File: config.mk
export PLATFORM = sky130hd
export DESIGN_NAME = sio_cfg_ctrl
export DESIGN_NICKNAME = d
export VERILOG_FILES = /design/src/rtl/sio_cfg_pkg.sv /design/src/rtl/sio_unlock_fsm.sv /design/src/rtl/sio_cfg_regs.sv /design/src/rtl/sio_mon_decode.sv /design/src/rtl/sio_cfg_ctrl.sv
export SDC_FILE = /design/constraint.sdc
export NUM_CORES = 1
export LEC_CHECK = 0
export BUFFER_PORTS_ARGS = -buffer_cell sky130_fd_sc_hd__clkbuf_2
export CAP_MARGIN = 10
export CORE_MARGIN = 2
export CORE_UTILIZATION = 25
export DETAILED_ROUTE_END_ITERATION = 8
export GPL_TIMING_DRIVEN = 1
export PLACE_DENSITY_LB_ADDON = 0.15
export RECOVER_POWER = 100
export REMOVE_ABC_BUFFERS = 1
export SLEW_MARGIN = 30
export SYNTH_ARGS = -nofsm -noshare
export SYNTH_HDL_FRONTEND = slang
export SYNTH_SLANG_ARGS = --single-unit
File: constraint.sdc
create_clock -name clk -period 4.5 [get_ports clk]
set_input_delay 0.9 -clock clk [delete_from_list [all_inputs] [get_ports clk]]
set_output_delay 0.9 -clock clk [all_outputs]
set_load 0.02 [all_outputs]
File: src/rtl/sio_cfg_pkg.sv
package sio_cfg_pkg;
    localparam int IO_AW    = 16;
    localparam int WIN_BITS = 3;

    typedef enum logic [1:0] {
        LK_CLOSED = 2'd0,
        LK_HALF   = 2'd1,
        LK_OPEN   = 2'd2
    } lk_state_t;

    localparam logic [7:0] KEY_OPEN    = 8'h87;
    localparam logic [7:0] KEY_CLOSE   = 8'hAA;

    localparam logic [7:0] REG_LDN_SEL = 8'h07;
    localparam logic [7:0] REG_CHIP_HI = 8'h20;
    localparam logic [7:0] REG_CHIP_LO = 8'h21;
    localparam logic [7:0] REG_MFR_HI  = 8'h23;
    localparam logic [7:0] REG_MFR_LO  = 8'h24;
    localparam logic [7:0] REG_BASE_HI = 8'h60;
    localparam logic [7:0] REG_BASE_LO = 8'h61;

    localparam logic [15:0] MFR_ID     = 16'h1934;
    localparam logic [7:0]  BUS_IDLE   = 8'hFF;

    localparam logic [WIN_BITS-1:0] MON_OFS_IDX = 3'd5;
    localparam logic [WIN_BITS-1:0] MON_OFS_DAT = 3'd6;
endpackage

File: src/rtl/sio_unlock_fsm.sv
module sio_unlock_fsm
    import sio_cfg_pkg::*;
(
    input  logic       clk,
    input  logic       rst_n,
    input  logic       idx_wr,
    input  logic       dat_wr,
    input  logic [7:0] wdata,
    output logic       cfg_open,
    output logic       idx_load
);
    lk_state_t state_q, state_d;

    always_ff @(posedge clk or negedge rst_n) begin
        if (!rst_n) state_q <= LK_CLOSED;
        else        state_q <= state_d;
    end

    always_comb begin
        state_d = state_q;
        unique case (state_q)
            LK_CLOSED: begin
                if (idx_wr && wdata == KEY_OPEN) state_d = LK_HALF;
            end
            LK_HALF: begin
                if (idx_wr)      state_d = (wdata == KEY_OPEN) ? LK_OPEN : LK_CLOSED;
                else if (dat_wr) state_d = LK_CLOSED;
            end
            LK_OPEN: begin
                if (idx_wr && wdata == KEY_CLOSE) state_d = LK_CLOSED;
            end
            default: state_d = LK_CLOSED;
        endcase
    end

    always_comb begin
        cfg_open = (state_q == LK_OPEN);
        idx_load = (state_q == LK_OPEN) && idx_wr && (wdata != KEY_CLOSE);
    end
endmodule

File: src/rtl/sio_cfg_regs.sv
module sio_cfg_regs
    import sio_cfg_pkg::*;
#(
    parameter int          NUM_LDN = 8,
    parameter int          MON_LDN = 4,
    parameter logic [15:0] CHIP_ID = 16'h0406
) (
    input  logic             clk,
    input  logic             rst_n,
    input  logic             idx_load,
    input  logic             dat_wr_en,
    input  logic [7:0]       wdata,
    output logic [7:0]       cur_index,
    output logic [7:0]       reg_rdata,
    output logic [IO_AW-1:0] mon_base
);
    localparam int LDN_W = (NUM_LDN > 1) ? $clog2(NUM_LDN) : 1;

    logic [7:0]       index_q;
    logic [7:0]       ldn_q;
    logic             ldn_ok;
    logic [LDN_W-1:0] ldn_sel;
    logic [IO_AW-1:0] bank_base [NUM_LDN];
    logic [IO_AW-1:0] sel_base;

    assign ldn_ok  = (int'(ldn_q) < NUM_LDN);
    assign ldn_sel = ldn_q[LDN_W-1:0];

    always_ff @(posedge clk or negedge rst_n) begin
        if (!rst_n)        index_q <= '0;
        else if (idx_load) index_q <= wdata;
    end

    always_ff @(posedge clk or negedge rst_n) begin
        if (!rst_n)                                  ldn_q <= '0;
        else if (dat_wr_en && index_q == REG_LDN_SEL) ldn_q <= wdata;
    end

    for (genvar g = 0; g < NUM_LDN; g++) begin : g_bank
        logic             hit;
        logic [IO_AW-1:0] base_q;

        assign hit = dat_wr_en && ldn_ok && (ldn_sel == LDN_W'(g));

        always_ff @(posedge clk or negedge rst_n) begin
            if (!rst_n) begin
                base_q <= '0;
            end else if (hit) begin
                if (index_q == REG_BASE_HI)      base_q[15:8] <= wdata;
                else if (index_q == REG_BASE_LO) base_q[7:0]  <= wdata;
            end
        end

        assign bank_base[g] = base_q;
    end

    assign sel_base = ldn_ok ? bank_base[ldn_sel] : '0;
    assign mon_base = bank_base[MON_LDN];

    always_comb begin
        case (index_q)
            REG_LDN_SEL: reg_rdata = ldn_q;
            REG_CHIP_HI: reg_rdata = CHIP_ID[15:8];
            REG_CHIP_LO: reg_rdata = CHIP_ID[7:0];
            REG_MFR_HI:  reg_rdata = MFR_ID[15:8];
            REG_MFR_LO:  reg_rdata = MFR_ID[7:0];
            REG_BASE_HI: reg_rdata = sel_base[15:8];
            REG_BASE_LO: reg_rdata = sel_base[7:0];
            default:     reg_rdata = 8'h00;
        endcase
    end

    assign cur_index = index_q;
endmodule

File: src/rtl/sio_mon_decode.sv
module sio_mon_decode
    import sio_cfg_pkg::*;
(
    input  logic             clk,
    input  logic             rst_n,
    input  logic [IO_AW-1:0] io_addr,
    input  logic             io_wr,
    input  logic             io_rd,
    input  logic [7:0]       io_wdata,
    input  logic [IO_AW-1:0] mon_base,
    input  logic             cfg_port_hit,
    input  logic [7:0]       mon_rdata,
    output logic             mon_en,
    output logic             win_hit,
    output logic [7:0]       mon_index,
    output logic             mon_wr,
    output logic             mon_rd,
    output logic [7:0]       win_rdata
);
    logic [WIN_BITS-1:0] ofs;
    logic [7:0]          midx_q;

    assign ofs     = io_addr[WIN_BITS-1:0];
    assign mon_en  = |mon_base[IO_AW-1:WIN_BITS];
    assign win_hit = mon_en && !cfg_port_hit &&
                     (io_addr[IO_AW-1:WIN_BITS] == mon_base[IO_AW-1:WIN_BITS]);

    always_ff @(posedge clk or negedge rst_n) begin
        if (!rst_n)                                 midx_q <= '0;
        else if (io_wr && win_hit && ofs == MON_OFS_IDX) midx_q <= io_wdata;
    end

    always_comb begin
        mon_wr = io_wr && win_hit && (ofs == MON_OFS_DAT);
        mon_rd = io_rd && win_hit && (ofs == MON_OFS_DAT);
        if (ofs == MON_OFS_IDX)      win_rdata = midx_q;
        else if (ofs == MON_OFS_DAT) win_rdata = mon_rdata;
        else                         win_rdata = BUS_IDLE;
    end

    assign mon_index = midx_q;
endmodule

File: src/rtl/sio_cfg_ctrl.sv
module sio_cfg_ctrl
    import sio_cfg_pkg::*;
#(
    parameter logic [15:0] CFG_BASE = 16'h002E,
    parameter int          NUM_LDN  = 8,
    parameter int          MON_LDN  = 4,
    parameter logic [15:0] CHIP_ID  = 16'h0406
) (
    input  logic        clk,
    input  logic        rst_n,
    input  logic [15:0] io_addr,
    input  logic        io_wr,
    input  logic        io_rd,
    input  logic [7:0]  io_wdata,
    output logic [7:0]  io_rdata,
    output logic        cfg_open,
    output logic        mon_en,
    output logic [7:0]  mon_index,
    output logic        mon_wr,
    output logic        mon_rd,
    output logic [7:0]  mon_wdata,
    input  logic [7:0]  mon_rdata
);
    logic             idx_hit, dat_hit;
    logic             idx_load;
    logic [7:0]       cur_index, reg_rdata, win_rdata;
    logic [IO_AW-1:0] mon_base;
    logic             win_hit;

    assign idx_hit = (io_addr == CFG_BASE);
    assign dat_hit = (io_addr == CFG_BASE + 16'd1);

    sio_unlock_fsm u_fsm (
        .clk      (clk),
        .rst_n    (rst_n),
        .idx_wr   (io_wr && idx_hit),
        .dat_wr   (io_wr && dat_hit),
        .wdata    (io_wdata),
        .cfg_open (cfg_open),
        .idx_load (idx_load)
    );

    sio_cfg_regs #(
        .NUM_LDN (NUM_LDN),
        .MON_LDN (MON_LDN),
        .CHIP_ID (CHIP_ID)
    ) u_regs (
        .clk       (clk),
        .rst_n     (rst_n),
        .idx_load  (idx_load),
        .dat_wr_en (cfg_open && io_wr && dat_hit),
        .wdata     (io_wdata),
        .cur_index (cur_index),
        .reg_rdata (reg_rdata),
        .mon_base  (mon_base)
    );

    sio_mon_decode u_mon (
        .clk          (clk),
        .rst_n        (rst_n),
        .io_addr      (io_addr),
        .io_wr        (io_wr),
        .io_rd        (io_rd),
        .io_wdata     (io_wdata),
        .mon_base     (mon_base),
        .cfg_port_hit (idx_hit || dat_hit),
        .mon_rdata    (mon_rdata),
        .mon_en       (mon_en),
        .win_hit      (win_hit),
        .mon_index    (mon_index),
        .mon_wr       (mon_wr),
        .mon_rd       (mon_rd),
        .win_rdata    (win_rdata)
    );

    assign mon_wdata = io_wdata;

    always_comb begin
        if (idx_hit)      io_rdata = cfg_open ? cur_index : BUS_IDLE;
        else if (dat_hit) io_rdata = cfg_open ? reg_rdata : BUS_IDLE;
        else if (win_hit) io_rdata = win_rdata;
        else              io_rdata = BUS_IDLE;
    end
endmodule

==> results of run 1 <==
==> layout make-up <==
cell class                 instances  area share, %
sequential                       154          42.31
multi-input combinational        407          41.06
tap                              402          5.519
clock buffer                      18          4.709
timing repair buffer              87          4.709
clock inverter                    14          1.524
inverter                           4         0.1647
==> flip-flops by register name, indices dropped and copies added, names as in the netlist <==
register and cells:
u_regs.ldn_q 8, u_mon.mon_index 8, u_fsm.state_q 2, u_regs.mon_base 16
u_regs.cur_index 8, u_regs.g_bank.base_q 112
==> metal layers <==
metal	global-route usage, %	wire, µm	vias up
met3	2.868	727	30
met2	25.10	11940	108
met4	4.290	417	0
met1	20.78	11760	2920
met5	0	0	-
li1	-	-	2435
==> cells in the mapped netlist, types with 5 or more instances <==
master | instances | area share, %
nor4_1 | 15 | 1.2
buf_1 | 6 | 0.28
nand3_1 | 11 | 0.69
clkbuf_1 | 31 | 1.5
buf_4 | 8 | 0.76
mux4_2 | 20 | 5.7
mux2_2 | 149 | 21
nor3_1 | 7 | 0.44
a2111oi_0 | 5 | 0.55
a21oi_1 | 7 | 0.44
dfrtp_1 | 154 | 49
o21ai_0 | 6 | 0.38
o22ai_1 | 10 | 0.79
nor2b_1 | 6 | 0.47
nor2_1 | 29 | 1.4
mux2i_1 | 21 | 2.7
a221oi_1 | 6 | 0.66
nand4_1 | 5 | 0.39
xor2_1 | 11 | 1.2
nand2_1 | 19 | 0.90
mux2_4 | 8 | 1.5
==> cell families (layout without fill, tap and decap cells) <==
group           count (synthesis)  after routing  synth area share (%)
compound gates                 55             55                 4.991
xor+xnor                       14             14                 1.548
buf+inv                        51            123                 2.906
flops                         154            154                 48.64
mux                           200            200                 31.32
simple gates                  138            138                 10.60
==> power by group <==
group / internal, W / switching, W / total (W)
registers: 0.00138 / 0.0000000467 / 0.00138
logic: 0.0000263 / 0.0000931 / 0.000119
clock network: 0.000772 / 0.000634 / 0.00141
==> worst max-delay path by stage <==
stage                        to  cells after the start            start  slack [ps]
detailed placement  io_rdata[3]                      7       io_addr[4]         540
global route        io_rdata[3]                      7  u_regs.ldn_q[0]         100
global placement    io_rdata[3]                      7       io_addr[4]         640
CTS                 io_rdata[3]                      7  u_regs.ldn_q[0]         200
floorplan           io_rdata[2]                      5  u_regs.ldn_q[1]         570
finish              io_rdata[3]                      7  u_regs.ldn_q[0]         170
==> per-stage QoR <==
step / instance area [µm²] / cells / hold WS, ps / setup WS, ps
after floorplan: 7707 / 565 / 427.8 / 567.8
after global placement: 8727 / 1054 / 457.9 / 639.7
after detailed placement: 8727 / 1054 / 456.5 / 544.7
after CTS: 9295 / 1086 / 465.5 / 201.9
after global routing: 9114 / 1086 / 496.7 / 102.6
final: 9114 / 1086 / 457.8 / 169.4
==> summary.txt, run 1 <==
Synthesis
  • Post-Syn Instances: 612
  • EDFF count, synth: 0
  • Avg Inst Size Synth: 12.95 µm²
  • Post-synthesis async set-or-reset flop share: 100.0%
  • Area of the mapped netlist: 7923 µm²
  • Sequential fraction of the synthesis area: 48.64%
  • Synthesis-stage register bit count: 154
  • Synth unique cells: 54
  • Post-synth top flop: dfrtp_1
  • Yosys warns: 0

Clocking
  • Clk buf depth: 2
  • Post-CTS setup buffer count: 0
  • Clock Latency Late Sink: 430 ps
  • Hold buffers post-CTS: 0
  • CTS root buf: clkbuf_16
  • CTS tree: yes
  • Num CTS Buffers: 17
  • H-tree Lvls: 4
  • Clock transition at path regs: 70 ps
  • Resized Gates After CTS: 0
  • # clock sinks: 154

Die
  • Die area: 33,130 µm²
  • Core area: 31,390 µm²
  • Initial Util: 25.24%
  • Ports: 64
  • Row count: 65
  • Die Width: 182.0 µm
  • Die Span Y: 182.0 µm

Setup path
  • Reg2Reg Depth: 5
  • Worst reg2reg path endpoint: u_regs.g_bank[7].base_q[10]
  • CP startpoint kind: register
  • Critical Path, Cell by Cell: buf_4 > mux4_2 > mux2i_1 > nor2_1 > a2111oi_0 > a221oi_1 > clkbuf_1
  • Crit end category: output pin
  • R2R Path Start: u_regs.ldn_q[7]
  • Crit Path Category: reg2out
  • Slowest stage cell on the critical path: dfrtp_2
  • Critical path required time: 3600 ps
  • CP arrival: 3430 ps
  • Crit path max fanout: 16
  • CP max stage delay: 720 ps
  • Delay-heaviest family, CP: multiplexers
  • Reg2reg setup slack: 920 ps
  • Crit path buffers/inverters: 2

STA
  • Setup violators final: 0
  • Hold Fails Final Rpt: 0
  • Post-route minimum period: 4331 ps
  • RSZ-0062 raised after global routing: no
  • FMAX: 230.9 MHz
  • Setup Skew: 9.403 ps
  • Slew Viols, Final: 100
  • TNS Setup: 0 ps
  • Worst Max-Slew Pin Slew: 2101 ps
  • Relative slew margins: -40.06%
  • Period utilization: 96.23%

Placement
  • GPL Wtd Cong: 0.8858
  • IO Port Bufs: 63
  • DP HPWL: 17.36 mm

Status
  • Failing checks: max-capacitance violations, max-slew violations
  • Outcome: finished, violations left

Worst hold path
  • Hold/Removal Path Class: reg2reg
  • Worst Hold Launch: u_fsm.state_q[1]
  • Hold path endpoint: u_fsm.state_q[0]
  • Worst Hold Depth: 1

Cells and area
  • Ant diodes: 0
  • Multi-input gate area: 3742 µm²
  • Register area: 3856 µm²
  • Nets: 707
  • Fill count: 3,224
  • Commonest non-fill, non-tap cells in the layout: 152 x dfrtp_1, 147 x mux2_2, 39 x clkbuf_2
  • Commonest non-fill, non-tap cell in the layout: dfrtp_1
  • Layout cells sized above 1: 37.28%
  • Area added between synthesis and finish: 15.03%
  • Final core occ: 29.03%

Global routing
  • Via count of the first global-routing pass: 5,860
  • All-Layer GR Usage: 15.34%
  • Pin count of the biggest net entering global routing: 82
  • First-pass GRT wire length: 37.51 mm
  • Initial antenna violation count: 0
  • Grt ovf: 0

Pwr
  • VDD IR max: 0.2509 mV
  • Tot Pwr: 0.002910 W
  • Power per cell area: 319.3 nW/µm²
  • Static Leak: 4.063 nW

Drt
  • DRT iter0 DRCs: 379
  • Routed vias/inst: 5.058
  • Detailed Route WL: 24.85 mm
  • DRC: 0
  • Wirelength per Cell: 22.88 µm
  • Post-route ant nets: 0
  • First-pass DRT Iterations: 4
  • Total number of vias: 5,493

Run
  • Max-Cap Viols: 4
Note: power is estimated with default switching activity, not from simulation.
==> run 2: changes to the inputs <==
--- a/config.mk
+++ b/config.mk
@@ -5,6 +5,7 @@
 export SDC_FILE = /design/constraint.sdc
 export NUM_CORES = 1
 export LEC_CHECK = 0
+export ABC_AREA = 1
 export BUFFER_PORTS_ARGS = -buffer_cell sky130_fd_sc_hd__clkbuf_2
 export CAP_MARGIN = 10
 export CORE_MARGIN = 2
==> constraint.sdc (replaced) <==
create_clock -name clk -period 5.1 [get_ports clk]
set_input_delay 1.02 -clock clk [delete_from_list [all_inputs] [get_ports clk]]
set_output_delay 1.02 -clock clk [all_outputs]
set_load 0.02 [all_outputs]
==> summary.txt, run 2 <==
Status
  • Outcome: finished, violations left (unchanged)
  • Failing checks: max-capacitance violations, max-slew violations (unchanged)

Pwr
  • VDD IR max: 0.1978 mV (was 0.2509 mV)
  • Power per cell area: 256.7 nW/µm² (was 319.3 nW/µm²)
  • Switching pwr: 0.0006413 W (was 0.0007268 W)
  • Comb pwr share: 4.2% (was 4.1%)
  • Tot Pwr: 0.002659 W (was 0.002910 W)
  • Sw Share: 24.12% (was 24.98%)
  • Static Leak: 5.389 nW (was 4.063 nW)
  • Clk pwr share: 49.8% (was 48.3%)
  • Sequential Power Share: 45.9% (was 47.6%)
  • Power Internal: 0.002018 W (was 0.002183 W)

STA
  • FMAX: 244.7 MHz
  • Setup Skew: 13.91 ps (was 9.403 ps)
  • Slew Viols, Final: 312 (was 100)
  • Relative slew margins: -50.97% (was -40.06%)
  • Hold Slack: 469.8 ps (was 457.8 ps)
  • Setup violators final: 0 (unchanged)
  • Period utilization: 80.12%
  • Slack of the critical path: 1014 ps (was 169.4 ps)
  • TNS Setup: 0 ps (unchanged)
  • Worst Max-Slew Pin Slew: 2264 ps (was 2101 ps)
  • Post-route minimum period: 4086 ps
  • RSZ-0062 raised after global routing: no (unchanged)
  • Hold Fails Final Rpt: 0 (unchanged)

Cells and area
  • Multi-input gate area: 4350 µm² (was 3742 µm²)
  • Register area: 3856 µm² (unchanged)
  • Nets: 1,443 (was 707)
  • Commonest non-fill, non-tap cells in the layout: 647 x nand2_1, 152 x dfrtp_1, 139 x inv_1, 139 x nand4_1, 79 x nor2_1 (was 152 x dfrtp_1, 147 x mux2_2, 39 x clkbuf_2)
  • Top reg by flops: u_regs.g_bank.base_q (unchanged)
  • Max reg flops: 112 (unchanged)
  • Post-Layout Cell Count: 1,888 (was 1,086)
  • Fill count: 4,148 (was 3,224)
  • Layout cells sized above 1: 6.972% (was 37.28%)
  • Area added between synthesis and finish: 10.71% (was 15.03%)
  • Ant diodes: 0 (unchanged)
  • Commonest non-fill, non-tap cell in the layout: nand2_1 (was dfrtp_1)

Synthesis
  • Avg Inst Size Synth: 6.720 µm² (was 12.95 µm²)
  • Most common cell in the netlist: nand2_1 (was dfrtp_1)
  • Sequential fraction of the synthesis area: 41.20% (was 48.64%)
  • Synth unique cells: 29 (was 54)
  • Largest area contributor in the netlist: dfrtp_1 (unchanged)
  • Synthesis-stage register bit count: 154 (unchanged)
  • Area of the mapped netlist: 9354 µm² (was 7923 µm²)
  • Area contributors post-synth: dfrtp_1 41%, nand2_1 26%, nand4_1 9.3% (was dfrtp_1 49%, mux2_2 21%, mux4_2 5.7%)
  • Post-Syn Instances: 1,392 (was 612)
  • Yosys warns: 0 (unchanged)
  • Post-synth top area share: 41.20% (was 48.64%)
  • Post-synthesis async set-or-reset flop share: 100.0% (unchanged)
  • EDFF count, synth: 0 (unchanged)
  • Post-synth top flop: dfrtp_1 (unchanged)
  • Synth top cells by count: 646 x nand2_1, 154 x dfrtp_1, 139 x nand4_1 (was 154 x dfrtp_1, 149 x mux2_2, 31 x clkbuf_1)

Die
  • Die Span Y: 197.4 µm (was 182.0 µm)
  • Initial Util: 25.49% (was 25.24%)
  • Ports: 64 (unchanged)
  • Die Width: 197.4 µm (was 182.0 µm)
  • Core area: 36,700 µm² (was 31,390 µm²)
  • Row count: 70 (was 65)
  • Die area: 38,980 µm² (was 33,130 µm²)

Setup path
  • Critical path required time: 4080 ps (was 3600 ps)
  • Delay-heaviest family, CP: buffers and inverters (was multiplexers)
  • Crit end category: output pin (unchanged)
  • CP max stage delay: 700 ps (was 720 ps)
  • Crit path max fanout: 31 (was 16)
  • Worst reg2reg path endpoint: u_regs.mon_base[2] (was u_regs.g_bank[7].base_q[10])
  • Slowest stage cell on the critical path: clkbuf_2 (was dfrtp_2)
  • Reg2reg setup slack: 1130 ps (was 920 ps)
  • Reg2Reg Depth: 7 (was 5)
  • CP arrival: 3070 ps (was 3430 ps)
  • Crit path buffers/inverters: 3 (was 2)
  • Critical Path, Cell by Cell: inv_1 > clkbuf_2 > nand2_1 > nand2_1 > nand2_1 > nand2_1 > nand2_1 > nand3_1 > nand2_1 > nand2_1 > nand2_1 > nand2_1 > nor2_1 > clkbuf_1 (was buf_4 > mux4_2 > mux2i_1 > nor2_1 > a2111oi_0 > a221oi_1 > clkbuf_1)
  • Top cell by count, worst path: nand2_1
  • Crit Path Category: reg2out (unchanged)
  • CP startpoint kind: register (unchanged)
  • R2R Path Start: u_regs.cur_index[2] (was u_regs.ldn_q[7])

Placement
  • DP Worst Slack: 1437 ps (was 544.7 ps)
  • IO Port Bufs: 63 (unchanged)
  • DP HPWL: 21.71 mm (was 17.36 mm)
  • Placed cells: 1,856 (was 1,054)
  • GPL Wtd Cong: 0.8241 (was 0.8858)

Clocking
  • Clock Latency Late Sink: 440 ps (was 430 ps)
  • CTS tree: yes (unchanged)
  • CTS root buf: clkbuf_16 (unchanged)
  • Clock transition at path regs: 70 ps (about the same)
  • Hold buffers post-CTS: 0 (unchanged)
  • Clk buf depth: 2 (unchanged)
  • Resized Gates After CTS: 0 (unchanged)
  • Post-CTS setup buffer count: 0 (unchanged)
  • # clock sinks: 154 (unchanged)
  • H-tree Lvls: 4 (unchanged)
  • Num CTS Buffers: 17 (unchanged)

Drt
  • Detailed Route WL: 33.58 mm (was 24.85 mm)
  • Post-route ant nets: 0 (unchanged)
  • DRT iter0 DRCs: 703 (was 379)
  • DRC: 0 (unchanged)
  • First-pass DRT Iterations: 5 (was 4)
  • Total number of vias: 9,007 (was 5,493)
  • Routed vias/inst: 4.771 (was 5.058)
  • Wirelength per Cell: 17.78 µm (was 22.88 µm)

Global routing
  • All-Layer GR Usage: 17.80% (was 15.34%)
  • Initial antenna violation count: 0 (unchanged)
  • Via count of the first global-routing pass: 8,810 (was 5,860)
  • Pin count of the biggest net entering global routing: 110 (was 82)
  • First-pass GRT wire length: 53.27 mm (was 37.51 mm)
  • Grt ovf: 0 (unchanged)

Worst hold path
  • Worst Hold Depth: 2 (was 1)
  • Hold path endpoint: u_regs.g_bank[1].base_q[13] (was u_fsm.state_q[0])
  • Hold/Removal Path Class: reg2reg (unchanged)
  • Worst Hold Launch: u_regs.g_bank[1].base_q[13] (was u_fsm.state_q[1])

Run
  • Max-Cap Viols: 10 (was 4)
-- run 2: how the worst max path moves through the flow --
stage,startpoint,end,cells after the start
floorplan,u_regs.ldn_q[0],io_rdata[2],12
global placement,io_addr[3],io_rdata[2],11
detailed placement,io_addr[3],io_rdata[3],11
CTS,u_regs.cur_index[2],io_rdata[5],10
global route,u_regs.ldn_q[0],io_rdata[1],14
finish,u_regs.ldn_q[0],io_rdata[3],14
-- run 2: worst min-delay path, stage by stage (launching register included) --
cell and delay, ps:
dfrtp_1 340, nand2_1 50, nand2_1 50
-- run 2: power groups by stage --
stage | sequential, W | clock [W] | combinational [W]
floorplan | 0.00124 | 0 | 0.0000195
global placement | 0.00124 | 0 | 0.000119
detailed placement | 0.00124 | 0 | 0.000118
CTS | 0.00122 | 0.00135 | 0.000119
global route | 0.00122 | 0.00140 | 0.000126
finish | 0.00122 | 0.00132 | 0.000113
-- run 2: layer usage --
layer	track usage [%]	wire length (µm)
met1	26.02	16710
met2	27.69	15060
met3	2.595	1389
met4	3.954	413
met5	0	0
-- run 2: final cells by class --
cell class | count | area share, %
inverter | 144 | 5.219
timing repair buffer | 84 | 4.096
multi-input combinational | 1006 | 42.01
tap | 468 | 5.654
sequential | 154 | 37.24
clock inverter | 9 | 1.075
clock buffer | 23 | 4.712
-- run 2: metrics by stage --
| step | util (%) | instance area, µm² |
|---|---|---|
| 2_1_floorplan | - | 8887 |
| 3_3_place_gp | 27.18 | 9976 |
| 3_5_place_dp | 27.18 | 9976 |
| 4_1_cts | 28.82 | 10580 |
| 5_1_grt | 28.22 | 10360 |
| 6_report | 28.22 | 10360 |
-- run 2: cell families (layout without fill, tap and decap cells) --
kind of cell	count (synthesis)	in the layout	share of synthesized area, %
flip-flops	154	154	41.20
XOR/XNOR	3	3	0.2810
buffers and inverters	232	260	10.77
AND/OR/NAND/NOR	956	956	45.24
AO/OA/AOI/OAI	47	47	2.515
==> run 3: changes to the inputs <==
==> constraint.sdc (replaced) <==
create_clock -name clk -period 3.96 [get_ports clk]
set_input_delay 0.792 -clock clk [delete_from_list [all_inputs] [get_ports clk]]
set_output_delay 0.792 -clock clk [all_outputs]
set_load 0.02 [all_outputs]
==> summary.txt, run 3 (synthesis results as in run 2) <==
Setup path
  • Critical Path, Cell by Cell: nor2_1 > nand3_1 > nor2_4 > buf_4 > nand3_1 > nand2_1 > nand2_1 > nand2_1 > nand2_1 > nor2_1 > clkbuf_1 (was inv_1 > clkbuf_2 > nand2_1 > nand2_1 > nand2_1 > nand2_1 > nand2_1 > nand3_1 > nand2_1 > nand2_1 > nand2_1 > nand2_1 > nor2_1 > clkbuf_1)
  • Slowest stage cell on the critical path: dfrtp_1 (was clkbuf_2)
  • CP startpoint kind: register (unchanged)
  • Top cell by count, worst path: nand2_1 (unchanged)
  • Crit path buffers/inverters: 2 (was 3)
  • Reg2reg setup slack: 380 ps (was 1130 ps)
  • R2R Path Start: u_fsm.state_q[0] (was u_regs.cur_index[2])
  • Crit Path Category: reg2out (unchanged)
  • Crit path max fanout: 20 (was 31)
  • Crit end category: output pin (unchanged)
  • CP max stage delay: 450 ps (was 700 ps)
  • Critical path required time: 3170 ps (was 4080 ps)
  • Worst reg2reg path endpoint: u_regs.g_bank[3].base_q[13] (was u_regs.mon_base[2])
  • Delay-heaviest family, CP: simple AND/OR/NAND/NOR gates (was buffers and inverters)
  • Worst path depth: 11 (was 14)
  • CP arrival: 2820 ps (was 3070 ps)
  • Reg2Reg Depth: 9 (was 7)

Die
  • Die area: 38,980 µm² (unchanged)
  • Die Span Y: 197.4 µm (unchanged)
  • Ports: 64 (unchanged)
  • Row count: 70 (unchanged)
  • Core area: 36,700 µm² (unchanged)
  • Initial Util: 25.49% (unchanged)
  • Die Width: 197.4 µm (unchanged)

Drt
  • DRC: 0 (unchanged)
  • Total number of vias: 9,075 (was 9,007)
  • Post-route ant nets: 0 (unchanged)
  • First-pass DRT Iterations: 6 (was 5)
  • Detailed Route WL: 34.79 mm (was 33.58 mm)
  • Routed vias/inst: 4.769 (was 4.771)
  • DRT iter0 DRCs: 664 (was 703)
  • Wirelength per Cell: 18.28 µm (was 17.78 µm)

STA
  • Relative slew margins: -45.33% (was -50.97%)
  • Post-route minimum period: 3614 ps
  • RSZ-0062 raised after global routing: no (unchanged)
  • Slew Viols, Final: 79 (was 312)
  • TNS Setup: 0 ps (unchanged)
  • Hold Slack: 466.2 ps (was 469.8 ps)
  • Period utilization: 91.26%
  • Setup violators final: 0 (unchanged)
  • FMAX: 276.7 MHz
  • Slack of the critical path: 346.2 ps (was 1014 ps)
  • Hold Fails Final Rpt: 0 (unchanged)
  • Setup Skew: 10.84 ps (was 13.91 ps)
  • Worst Max-Slew Pin Slew: 2180 ps (was 2264 ps)

Cells and area
  • Ant diodes: 0 (unchanged)
  • Top reg by flops: u_regs.g_bank.base_q (unchanged)
  • Commonest non-fill, non-tap cells in the layout: 647 x nand2_1, 153 x dfrtp_1, 139 x nand4_1 (was 647 x nand2_1, 152 x dfrtp_1, 139 x inv_1, 139 x nand4_1, 79 x nor2_1)
  • Commonest non-fill, non-tap cell in the layout: nand2_1 (unchanged)
  • Nets: 1,460 (was 1,443)
  • Max reg flops: 112 (unchanged)
  • Layout cells sized above 1: 8.641% (was 6.972%)
  • Area added between synthesis and finish: 12.01% (was 10.71%)
  • Final core occ: 28.55% (was 28.22%)

Worst hold path
  • Hold/Removal Path Class: reg2reg (unchanged)
  • Worst Hold Depth: 2 (unchanged)
  • Worst Hold Launch: u_regs.g_bank[0].base_q[2] (was u_regs.g_bank[1].base_q[13])
  • Hold path endpoint: u_regs.g_bank[0].base_q[2] (was u_regs.g_bank[1].base_q[13])

Global routing
  • GR peak layer: met2 (unchanged)
  • Via count of the first global-routing pass: 8,634 (was 8,810)
  • Pin count of the biggest net entering global routing: 79 (was 110)
  • M1 GR Usage: 26.23% (was 26.02%)
  • Initial antenna violation count: 0 (unchanged)
  • M2 GR Usage: 28.43% (was 27.69%)
  • Grt ovf: 0 (unchanged)
  • GRT met3 Usage: 2.271% (was 2.595%)
  • All-Layer GR Usage: 18.10% (was 17.80%)
  • First-pass GRT wire length: 53.45 mm (was 53.27 mm)

Run
  • Max-Cap Viols: 1 (was 10)

Placement
  • DP Worst Slack: 722.2 ps (was 1437 ps)
  • DP HPWL: 23.32 mm (was 21.71 mm)
  • GPL Wtd Cong: 0.8265 (was 0.8241)
  • IO Port Bufs: 63 (unchanged)

Pwr
  • Tot Pwr: 0.003326 W (was 0.002659 W)
  • Static Leak: 5.443 nW (was 5.389 nW)
  • VDD IR max: 0.2452 mV (was 0.1978 mV)
  • Power per cell area: 317.4 nW/µm² (was 256.7 nW/µm²)

Clocking
  • Clock Latency Late Sink: 440 ps (about the same)
  • Num CTS Buffers: 17 (unchanged)
  • # clock sinks: 154 (unchanged)
  • Hold buffers post-CTS: 0 (unchanged)
  • Resized Gates After CTS: 0 (unchanged)
  • CTS root buf: clkbuf_16 (unchanged)
  • Clock transition at path regs: 70 ps (about the same)
  • H-tree Lvls: 4 (unchanged)
  • Clk buf depth: 2 (unchanged)
  • Post-CTS setup buffer count: 0 (unchanged)
  • CTS tree: yes (unchanged)

Status
  • Outcome: finished, violations left (unchanged)
  • Failing checks: max-capacitance violations, max-slew violations (unchanged)
run 3: report_power, final:
group             switching, W  internal [W]  total, W
logic                 0.000126     0.0000293  0.000155
clock network         0.000724      0.000874   0.00160
registers      0.0000000000223       0.00157   0.00157
total                 0.000850       0.00248   0.00333
run 3: tightest hold or removal path, cell delays in order, from the launching register on:
cell and delay [ps]:
dfrtp_1 340, nand2_1 50, nand2_1 40
run 3: routing by layer:
| metal | up-vias | share of wire (%) |
|---|---|---|
| met5 | - | 0 |
| met4 | 0 | 1.5 |
| met3 | 27 | 3.9 |
| met2 | 212 | 45 |
| met1 | 4366 | 50 |
| li1 | 4470 | - |
run 3: worst max path at each step:
| stage | slack (ps) | startpoint | endpoint |
|---|---|---|---|
| after floorplan | -100 | u_regs.ldn_q[0] | io_rdata[2] |
| after detailed placement | 720 | io_addr[3] | io_rdata[0] |
| after CTS | 360 | u_regs.ldn_q[1] | io_rdata[6] |
| final | 350 | u_regs.cur_index[2] | io_rdata[5] |
| after global placement | 720 | io_addr[3] | io_rdata[0] |
| after global routing | 150 | u_regs.ldn_q[0] | io_rdata[6] |
run 3: cell type report:
class	count	area (µm²)
Inverter	144	540.5
Tap cell	468	585.6
Clock inverter	11	100.1
Sequential cell	154	3855
Multi-Input combinational cell	1006	4420
Fill cell	4144	26220
Clock buffer	19	442.9
Timing Repair Buffer	101	533.0
run 3: through the flow:
stage | std cells | area [µm²]
after CTS | 1903 | 10660
after floorplan | 1304 | 8887
after global placement | 1873 | 10100
final | 1903 | 10480
after detailed placement | 1873 | 10110
after global routing | 1903 | 10480
